**src/rtl/intack_pkg.sv**
```systemverilog
package intack_pkg;
    localparam int TYPE_W = 8;
    localparam int STAT_W = 3;
    localparam logic [STAT_W-1:0] ST_ACK     = 3'b000;
    localparam logic [STAT_W-1:0] ST_PASSIVE = 3'b111;

    typedef enum logic [3:0] {
        S_IDLE,
        S_A1_T1, S_A1_T2, S_A1_T3, S_A1_TW, S_A1_T4,
        S_GAP1,  S_GAP2,
        S_A2_T1, S_A2_T2, S_A2_T3, S_A2_TW, S_A2_T4,
        S_FIN
    } seq_state_t;
endpackage

```
**src/rtl/intack_fsm.sv**
```systemverilog
module intack_fsm
    import intack_pkg::*;
(
    input  logic       clk,
    input  logic       rst_n,
    input  logic       req_i,
    input  logic       ext_src_i,
    input  logic       ready_i,
    output seq_state_t state_o
);
    seq_state_t state_q, state_d;

    always_ff @(posedge clk or negedge rst_n) begin
        if (!rst_n) state_q <= S_IDLE;
        else        state_q <= state_d;
    end

    always_comb begin
        state_d = state_q;
        unique case (state_q)
            S_IDLE:  if (req_i) state_d = ext_src_i ? S_A1_T1 : S_FIN;
            S_A1_T1: state_d = S_A1_T2;
            S_A1_T2: state_d = S_A1_T3;
            S_A1_T3: state_d = ready_i ? S_A1_T4 : S_A1_TW;
            S_A1_TW: state_d = ready_i ? S_A1_T4 : S_A1_TW;
            S_A1_T4: state_d = S_GAP1;
            S_GAP1:  state_d = S_GAP2;
            S_GAP2:  state_d = S_A2_T1;
            S_A2_T1: state_d = S_A2_T2;
            S_A2_T2: state_d = S_A2_T3;
            S_A2_T3: state_d = ready_i ? S_A2_T4 : S_A2_TW;
            S_A2_TW: state_d = ready_i ? S_A2_T4 : S_A2_TW;
            S_A2_T4: state_d = S_FIN;
            S_FIN:   state_d = S_IDLE;
            default: state_d = S_IDLE;
        endcase
    end

    assign state_o = state_q;
endmodule

```
**src/rtl/intack_decode.sv**
```systemverilog
module intack_decode
    import intack_pkg::*;
(
    input  seq_state_t        state_i,
    output logic              ale_o,
    output logic              rd_n_o,
    output logic              inta_n_o,
    output logic              lock_n_o,
    output logic [STAT_W-1:0] status_o,
    output logic              done_o
);
    always_comb begin
        ale_o    = 1'b0;
        rd_n_o   = 1'b1;
        inta_n_o = 1'b1;
        lock_n_o = 1'b0;
        status_o = ST_PASSIVE;
        done_o   = 1'b0;
        unique case (state_i)
            S_IDLE: lock_n_o = 1'b1;
            S_A1_T1, S_A2_T1: begin
                ale_o    = 1'b1;
                status_o = ST_ACK;
            end
            S_A1_T2, S_A1_T3, S_A1_TW,
            S_A2_T2, S_A2_T3, S_A2_TW: begin
                inta_n_o = 1'b0;
                status_o = ST_ACK;
            end
            S_A1_T4, S_A2_T4, S_GAP1, S_GAP2: ;
            S_FIN: begin
                lock_n_o = 1'b1;
                done_o   = 1'b1;
            end
            default: lock_n_o = 1'b1;
        endcase
    end
endmodule

```
**src/rtl/intack_capture.sv**
```systemverilog
module intack_capture
    import intack_pkg::*;
(
    input  logic              clk,
    input  logic              rst_n,
    input  seq_state_t        state_i,
    input  logic              req_i,
    input  logic              ext_src_i,
    input  logic              ready_i,
    input  logic [TYPE_W-1:0] ad_i,
    input  logic [TYPE_W-1:0] int_type_i,
    output logic [TYPE_W-1:0] type_o
);
    logic load_int, load_ext;
    logic [TYPE_W-1:0] type_q;

    assign load_int = (state_i == S_IDLE) && req_i && !ext_src_i;
    assign load_ext = ((state_i == S_A2_T3) || (state_i == S_A2_TW)) && ready_i;

    always_ff @(posedge clk or negedge rst_n) begin
        if (!rst_n)        type_q <= '0;
        else if (load_int) type_q <= int_type_i;
        else if (load_ext) type_q <= ad_i;
    end

    assign type_o = type_q;
endmodule

```
**src/rtl/intack_seq.sv**
```systemverilog
module intack_seq
    import intack_pkg::*;
(
    input  logic              clk,
    input  logic              rst_n,
    input  logic              req_i,
    input  logic              ext_src_i,
    input  logic [TYPE_W-1:0] int_type_i,
    input  logic              ready_i,
    input  logic [TYPE_W-1:0] ad_i,
    output logic              ale_o,
    output logic              rd_n_o,
    output logic              inta_n_o,
    output logic              lock_n_o,
    output logic [STAT_W-1:0] status_o,
    output logic              done_o,
    output logic [TYPE_W-1:0] type_o
);
    seq_state_t state;

    intack_fsm u_fsm (
        .clk       (clk),
        .rst_n     (rst_n),
        .req_i     (req_i),
        .ext_src_i (ext_src_i),
        .ready_i   (ready_i),
        .state_o   (state)
    );

    intack_decode u_dec (
        .state_i  (state),
        .ale_o    (ale_o),
        .rd_n_o   (rd_n_o),
        .inta_n_o (inta_n_o),
        .lock_n_o (lock_n_o),
        .status_o (status_o),
        .done_o   (done_o)
    );

    intack_capture u_cap (
        .clk        (clk),
        .rst_n      (rst_n),
        .state_i    (state),
        .req_i      (req_i),
        .ext_src_i  (ext_src_i),
        .ready_i    (ready_i),
        .ad_i       (ad_i),
        .int_type_i (int_type_i),
        .type_o     (type_o)
    );
endmodule

```
**config.mk**
```make
export PLATFORM = sky130hd
export DESIGN_NAME = intack_seq
export DESIGN_NICKNAME = d
export VERILOG_FILES = /design/src/rtl/intack_pkg.sv /design/src/rtl/intack_fsm.sv /design/src/rtl/intack_decode.sv /design/src/rtl/intack_capture.sv /design/src/rtl/intack_seq.sv
export SDC_FILE = /design/constraint.sdc
export NUM_CORES = 1
export LEC_CHECK = 0
export BUFFER_PORTS_ARGS = -buffer_cell sky130_fd_sc_hd__buf_2
export CAP_MARGIN = 20
export CORE_ASPECT_RATIO = 1.1
export CORE_MARGIN = 10
export CORE_UTILIZATION = 39
export DETAILED_ROUTE_END_ITERATION = 6
export GPL_TIMING_DRIVEN = 0
export HOLD_SLACK_MARGIN = 0.03
export PLACE_DENSITY_LB_ADDON = 0.05
export SLEW_MARGIN = 5
export SYNTH_ARGS = -nofsm -noshare
export SYNTH_HDL_FRONTEND = slang
export SYNTH_HIERARCHICAL = 1
export SYNTH_SLANG_ARGS = --single-unit
export TNS_END_PERCENT = 1
```
**constraint.sdc**
```tcl
create_clock -name clk -period 1.84 [get_ports clk]
set_input_delay 0.092 -clock clk [delete_from_list [all_inputs] [get_ports clk]]
set_output_delay 0.092 -clock clk [all_outputs]
set_load 0.01 [all_outputs]
```
==> results of run 1 <==
[worst register-to-register path, delay by kind of cell, from the launching register on]
family	cells	cell delay, ns
DFF	1	0.65
muxes	2	0.59
and+or+nand+nor	1	0.26
[power by group through the flow]
stage	sequential [mW]	clock [mW]	combinational [mW]
6_report	0.582	0.202	1.07
3_3_place_gp	0.580	0	1.07
2_1_floorplan	0.603	0	0.718
3_5_place_dp	0.590	0	1.09
5_1_grt	0.620	0.230	1.20
4_1_cts	0.584	0.213	1.10
[per-stage QoR]
stage | total power, mW | utilization | setup slack (ns)
finish | 1.86 | 0.534 | 0.170
global route | 2.05 | 0.534 | 0.0329
CTS | 1.90 | 0.534 | 0.150
detailed placement | 1.68 | 0.511 | 0.224
global placement | 1.65 | 0.511 | 0.249
floorplan | 1.32 | - | 0.405
[logic make-up after synthesis]
kind of cell | after synthesis | synth area share
buf+inv | 8 | 0.0616
compound gates | 13 | 0.106
flops | 12 | 0.370
simple gates | 24 | 0.202
xor+xnor | 2 | 0.0216
other cells | 1 | 0.00462
mux | 17 | 0.234
[cell usage after synthesis (all sizes together)]
cell,number
nor4b,1
o2bb2ai,1
a21oi,4
mux2i,1
mux2,16
o21ai,3
nand3,2
nor3b,1
conb,1
nor4bb,1
or2,1
or3b,1
o211ai,1
buf,5
a211o,2
nor2b,1
nor4,2
nor3,3
a211oi,1
nand2,5
xnor2,2
inv,3
nand4b,1
dfrtp,12
o221ai,1
and2,1
nor2,4
[final cells by class]
cell class / instances / area [sq um] / area share
Sequential cell: 12 / 300 / 0.281
Timing Repair Buffer: 36 / 185 / 0.173
Clock buffer: 4 / 36.3 / 0.0340
Buffer: 5 / 38.8 / 0.0363
Tap cell: 28 / 35.0 / 0.0328
Inverter: 3 / 11.3 / 0.0105
Multi-Input combinational cell: 57 / 462 / 0.432
[how the worst max path moves through the flow]
stage | endpoint | start | depth (start not counted) | slack [ns]
after CTS | status_o[1] | u_fsm/state_o[1] | 4 | 0.15
after detailed placement | u_cap/type_o[4] | u_fsm/state_o[1] | 3 | 0.22
after floorplan | u_cap/type_o[0] | u_fsm/state_o[1] | 3 | 0.40
final | status_o[1] | u_fsm/state_o[1] | 4 | 0.17
after global placement | u_cap/type_o[0] | u_fsm/state_o[1] | 3 | 0.25
after global routing | status_o[2] | u_fsm/state_o[1] | 4 | 0.03
[sequential cells by signal, summed over array words and instances (netlist names)]
| signal | count |
|---|---|
| u_cap/type_o | 8 |
| u_fsm/state_o | 4 |
[metal layers]
metal / vias to the layer above / track usage / share of wire
met5: - / 0 / 0
met4: 0 / 0.0246 / 0
met3: 0 / 0.0310 / 0.066
met2: 18 / 0.152 / 0.52
met1: 318 / 0.0972 / 0.41
li1: 361 / - / -
[what timing repair did]
item,CTS,global route
setup buffers,0,0
endpoints found under the setup margin,0,0
hold buffers,1,0
hold endpoints to repair,12,0
==> results.ini, run 1 <==
[status]
outcome=finished clean

[layout]
n_antenna_cell=0
layout.nets=139
fin_area_sq_um=1070
fill_cells=215
mostFrequentLayoutCell=buf_2
mostFrequentLayoutCells=buf_2, mux2_2, dfrtp_1
fin_cells=145
synthToLayoutAreaGrowth_pct=31.6
drive_above_1_share=0.564

[floorplanning]
io_pins=37
chipHeight_um=67.9
initial_core_util=0.406
rows=17
die_x_um=63.5
core_area_sq_um=2000
fp.dieArea_sq_um=4310

[timing]
period_minus_slack_ns=1.67
hold_ws_ns=0.0549
finClkSkew_ns=0.00136
hold_viol=0
fmax_mhz=599
setup_viol=0
period_share=0.907
slew_viol_final=0
rsz0062_at_grt=no
final.setup.tns_ns=0

[clock_tree]
cts_resized=0
clk_pin_slew_ns=0.07
clkLatencyLatePin_ns=0.26
cts_tree=done
cts_root_buf=clkbuf_4
numCtsBuffers=3
cts_max_level=1
cts_max_path_buffers=2
clock_sinks=12

[synth]
synthTopCellsByArea=dfrtp_1, mux2_2, nand4b_4
ys_ff_latch=12
synth_top_area_cell=dfrtp_1
yosysUniqueCellTypes=32
avgSynthCellArea_sq_um=10.5
syn_nets=98
yosys_warnings=6
netlist_instances=77
yosysSeqAreaShare=0.370
synthDominantCellAreaShare=0.370
synth_area_sq_um=812

[global_route]
first_global_vias=714
grt_pass1_wl_um=3150
gr-total-overflow=0
grt_antenna_before_repair=0
grt_use_total=0.0862
grt_start_max_net_pins=17

[placement]
portBuffers=35
dp_hpwl_um=1540
placed_cells=140
dpl_cell_area_sq_um=1020
gp_congestion=0.844

[job]
maxCapViolCount=0

[setup_path]
regToRegSetupSlack_ns=0.23
cp_slowest_cell=dfrtp_1
critPathLaunchType=flip-flop
reg2reg_to=u_cap/type_o[4]
cp-end-kind=output pin
worstSetupPathType=flip-flop to output pin
max_stage_delay_ns=0.56
critPathTopFamily=flip-flops
r2r_cells=3
critical_path.cell_chain=nor3_2 -> xnor2_1 -> buf_4 -> buf_2
worstPathRequired_ns=1.75
arrival_ns=1.58
crit_buf_inv=2
worstPathMaxFanout=16
worstReg2RegStart=u_fsm/state_o[1]

[pwr]
pwr-share-seq=0.314
peakVddDrop_mv=0.854
comb_power_share=0.577
p_sw_mw=0.748
power_frac_clock=0.109
intPower_mw=1.11
p_sw_frac=0.403
powerDensity_nw_per_um2=1740
p_leak_nw=0.523

[worst_hold_path]
holdPathEnd=u_cap/type_o[7]
hp-class=input port to flip-flop
holdPathStages=2
min_from=int_type_i[7]

[routing]
vias=697
via_per_inst=4.81
first_iter_violations=14
wl_per_cell_um=12.9
drc=0
dr.pass1.iters=4
ant_nets=0
finalWirelength_um=1880

No activity file was read; power rests on OpenSTA's default activity.
==> run 2: changes to the inputs <==
CORE_ASPECT_RATIO = default   (was 1.1)
==> run 2 against run 1 <==
Against the previous run: setup slack got worse by 0.0081 ns; first-iteration DRC count grew 110%; clock skew increased by 0.00050 ns; non-clock buffer count unchanged; maximum frequency shrank 0.48%; sequential share of layout area barely moved; register-to-register slack lost 0.03 ns; worst hold slack got worse by 0.0035 ns; die area is essentially flat; global-route usage is 0.13 points higher; critical endpoint unchanged.
==> results.ini, run 2 (synthesis gave the netlist of run 1 again) <==
[clock_tree]
cts_max_level=1  ; unchanged
post_cts_buffers=0  ; unchanged
cts_resized=0  ; unchanged
cts_hold_buf=1  ; unchanged
cts_max_path_buffers=2  ; unchanged
clkLatencyLatePin_ns=0.27  ; about the same
cts_root_buf=clkbuf_4
clk_pin_slew_ns=0.07  ; about the same
numCtsBuffers=3  ; unchanged
cts_tree=done
clock_sinks=12  ; unchanged

[layout]
drive_above_1_share=0.564  ; unchanged
mostFrequentLayoutCells=buf_2, mux2_2, dfrtp_1
largest_reg_flops=8  ; unchanged
postLayoutCoreUtil=0.544  ; +0.00959
fill_cells=193  ; -10%
mostFrequentLayoutCell=buf_2
synthToLayoutAreaGrowth_pct=31.4
n_antenna_cell=0  ; unchanged
layout.nets=139  ; unchanged

[floorplanning]
rows=16  ; -1
chipHeight_um=65.6  ; -3.3%
initial_core_util=0.414  ; +0.00777
io_pins=37  ; unchanged
fp.dieArea_sq_um=4310  ; about the same
core_area_sq_um=1960  ; -1.9%
die_x_um=65.6  ; +3.3%

[timing]
rsz0062_at_grt=no
slew_viol_final=0  ; unchanged
maxSlewHeadroom=0.656
final.setup.tns_ns=0  ; unchanged
fmax_mhz=596  ; -0.48%
period_share=0.912  ; +0.00441
hold_viol=0  ; unchanged
period_minus_slack_ns=1.68  ; +0.00812 ns
worst_pin_slew_ns=0.516
finClkSkew_ns=0.00186  ; +0.000501 ns
setup_viol=0  ; unchanged

[pwr]
comb_power_share=0.576  ; about the same
p_sw_mw=0.743  ; -0.61%
p_leak_nw=0.523  ; unchanged
power_frac_clock=0.109  ; about the same
powerDensity_nw_per_um2=1730  ; -0.13%
peakVddDrop_mv=0.827  ; -3.1%
pwr-share-seq=0.315  ; about the same
p_sw_frac=0.401  ; -0.00150
intPower_mw=1.11  ; about the same

[routing]
drc=0  ; unchanged
ant_nets=0  ; unchanged
via_per_inst=4.93  ; +2.6%
wl_per_cell_um=13.2  ; +1.9%
finalWirelength_um=1900  ; +1.2%
dr.pass1.iters=4  ; unchanged
first_iter_violations=30  ; +16
vias=710  ; +1.9%

[global_route]
gr-total-overflow=0  ; unchanged
grt_start_max_net_pins=17  ; unchanged
grt_antenna_before_repair=0  ; unchanged
grt_pass1_wl_um=3040  ; -3.5%
grt_use_total=0.0875  ; +0.00131
first_global_vias=683  ; -4.3%

[placement]
dp_hpwl_um=1540  ; about the same
gp_congestion=0.774  ; -8.3%
portBuffers=35  ; unchanged

[setup_path]
arrival_ns=1.59  ; about the same
worstPathRequired_ns=1.75  ; about the same
worstSetupPathType=flip-flop to output pin
cp-end-kind=output pin
worstSetupStartpoint=u_fsm/state_o[1]
critPathLaunchType=flip-flop
worstPathMaxFanout=16  ; unchanged
worstReg2RegStart=u_fsm/state_o[1]

[status]
outcome=finished clean

[worst_hold_path]
min_from=int_type_i[4]
hp-class=input port to flip-flop

[job]
maxCapViolCount=0  ; unchanged

run 2: final timing paths:
kind | endpoint | slack, ns | cells after the start
hold reg to reg | u_cap/type_o[6] | 0.62 | 2
setup reg to reg | u_cap/type_o[7] | 0.20 | 3
hold / removal | u_cap/type_o[4] | 0.05 | 2
min in group asynchronous | u_fsm/state_o[3] | 0.22 | 2
max in group asynchronous | u_cap/type_o[2] | 1.41 | 2
setup / recovery | status_o[1] | 0.16 | 4
run 2: area by class of cell:
type,count,area (sq um),share of cell area
Buffer,5,38.8,0.0363
Multi-Input combinational cell,57,462,0.433
Tap cell,27,33.8,0.0317
Inverter,3,11.3,0.0106
Clock buffer,4,36.3,0.0340
Timing Repair Buffer,36,185,0.174
Sequential cell,12,300,0.281
run 2: routing by layer:
metal	global-route usage	vias up	share of wire
met1	0.0883	324	0.36
li1	-	359	-
met4	0.0241	0	0.0037
met3	0.0576	2	0.12
met5	0	-	0
met2	0.145	25	0.51
run 2: per-stage QoR:
stage / worst slack [ns] / hold WS, ns / cell area [sq um] / std cells / power (mW)
after floorplan: 0.405 / -0.204 / 812 / 77 / 1.32
after global placement: 0.219 / -0.0157 / 1020 / 139 / 1.65
after detailed placement: 0.204 / -0.0190 / 1020 / 139 / 1.68
after CTS: 0.132 / 0.0368 / 1070 / 144 / 1.89
after global routing: 0.0295 / 0.0354 / 1070 / 144 / 2.04
final: 0.162 / 0.0514 / 1070 / 144 / 1.85
run 2: power groups by stage:
stage / registers (mW) / clock network, mW / logic, mW
after floorplan: 0.603 / 0 / 0.718
after global placement: 0.584 / 0 / 1.07
after detailed placement: 0.592 / 0 / 1.09
after CTS: 0.586 / 0.213 / 1.09
after global routing: 0.619 / 0.229 / 1.19
final: 0.583 / 0.202 / 1.07
run 2: worst max-delay path, cell delays in order, from the launching register on:
cell and delay [ns]:
dfrtp_1 0.57, nor3_2 0.31, xnor2_1 0.19, buf_4 0.14, buf_2 0.12
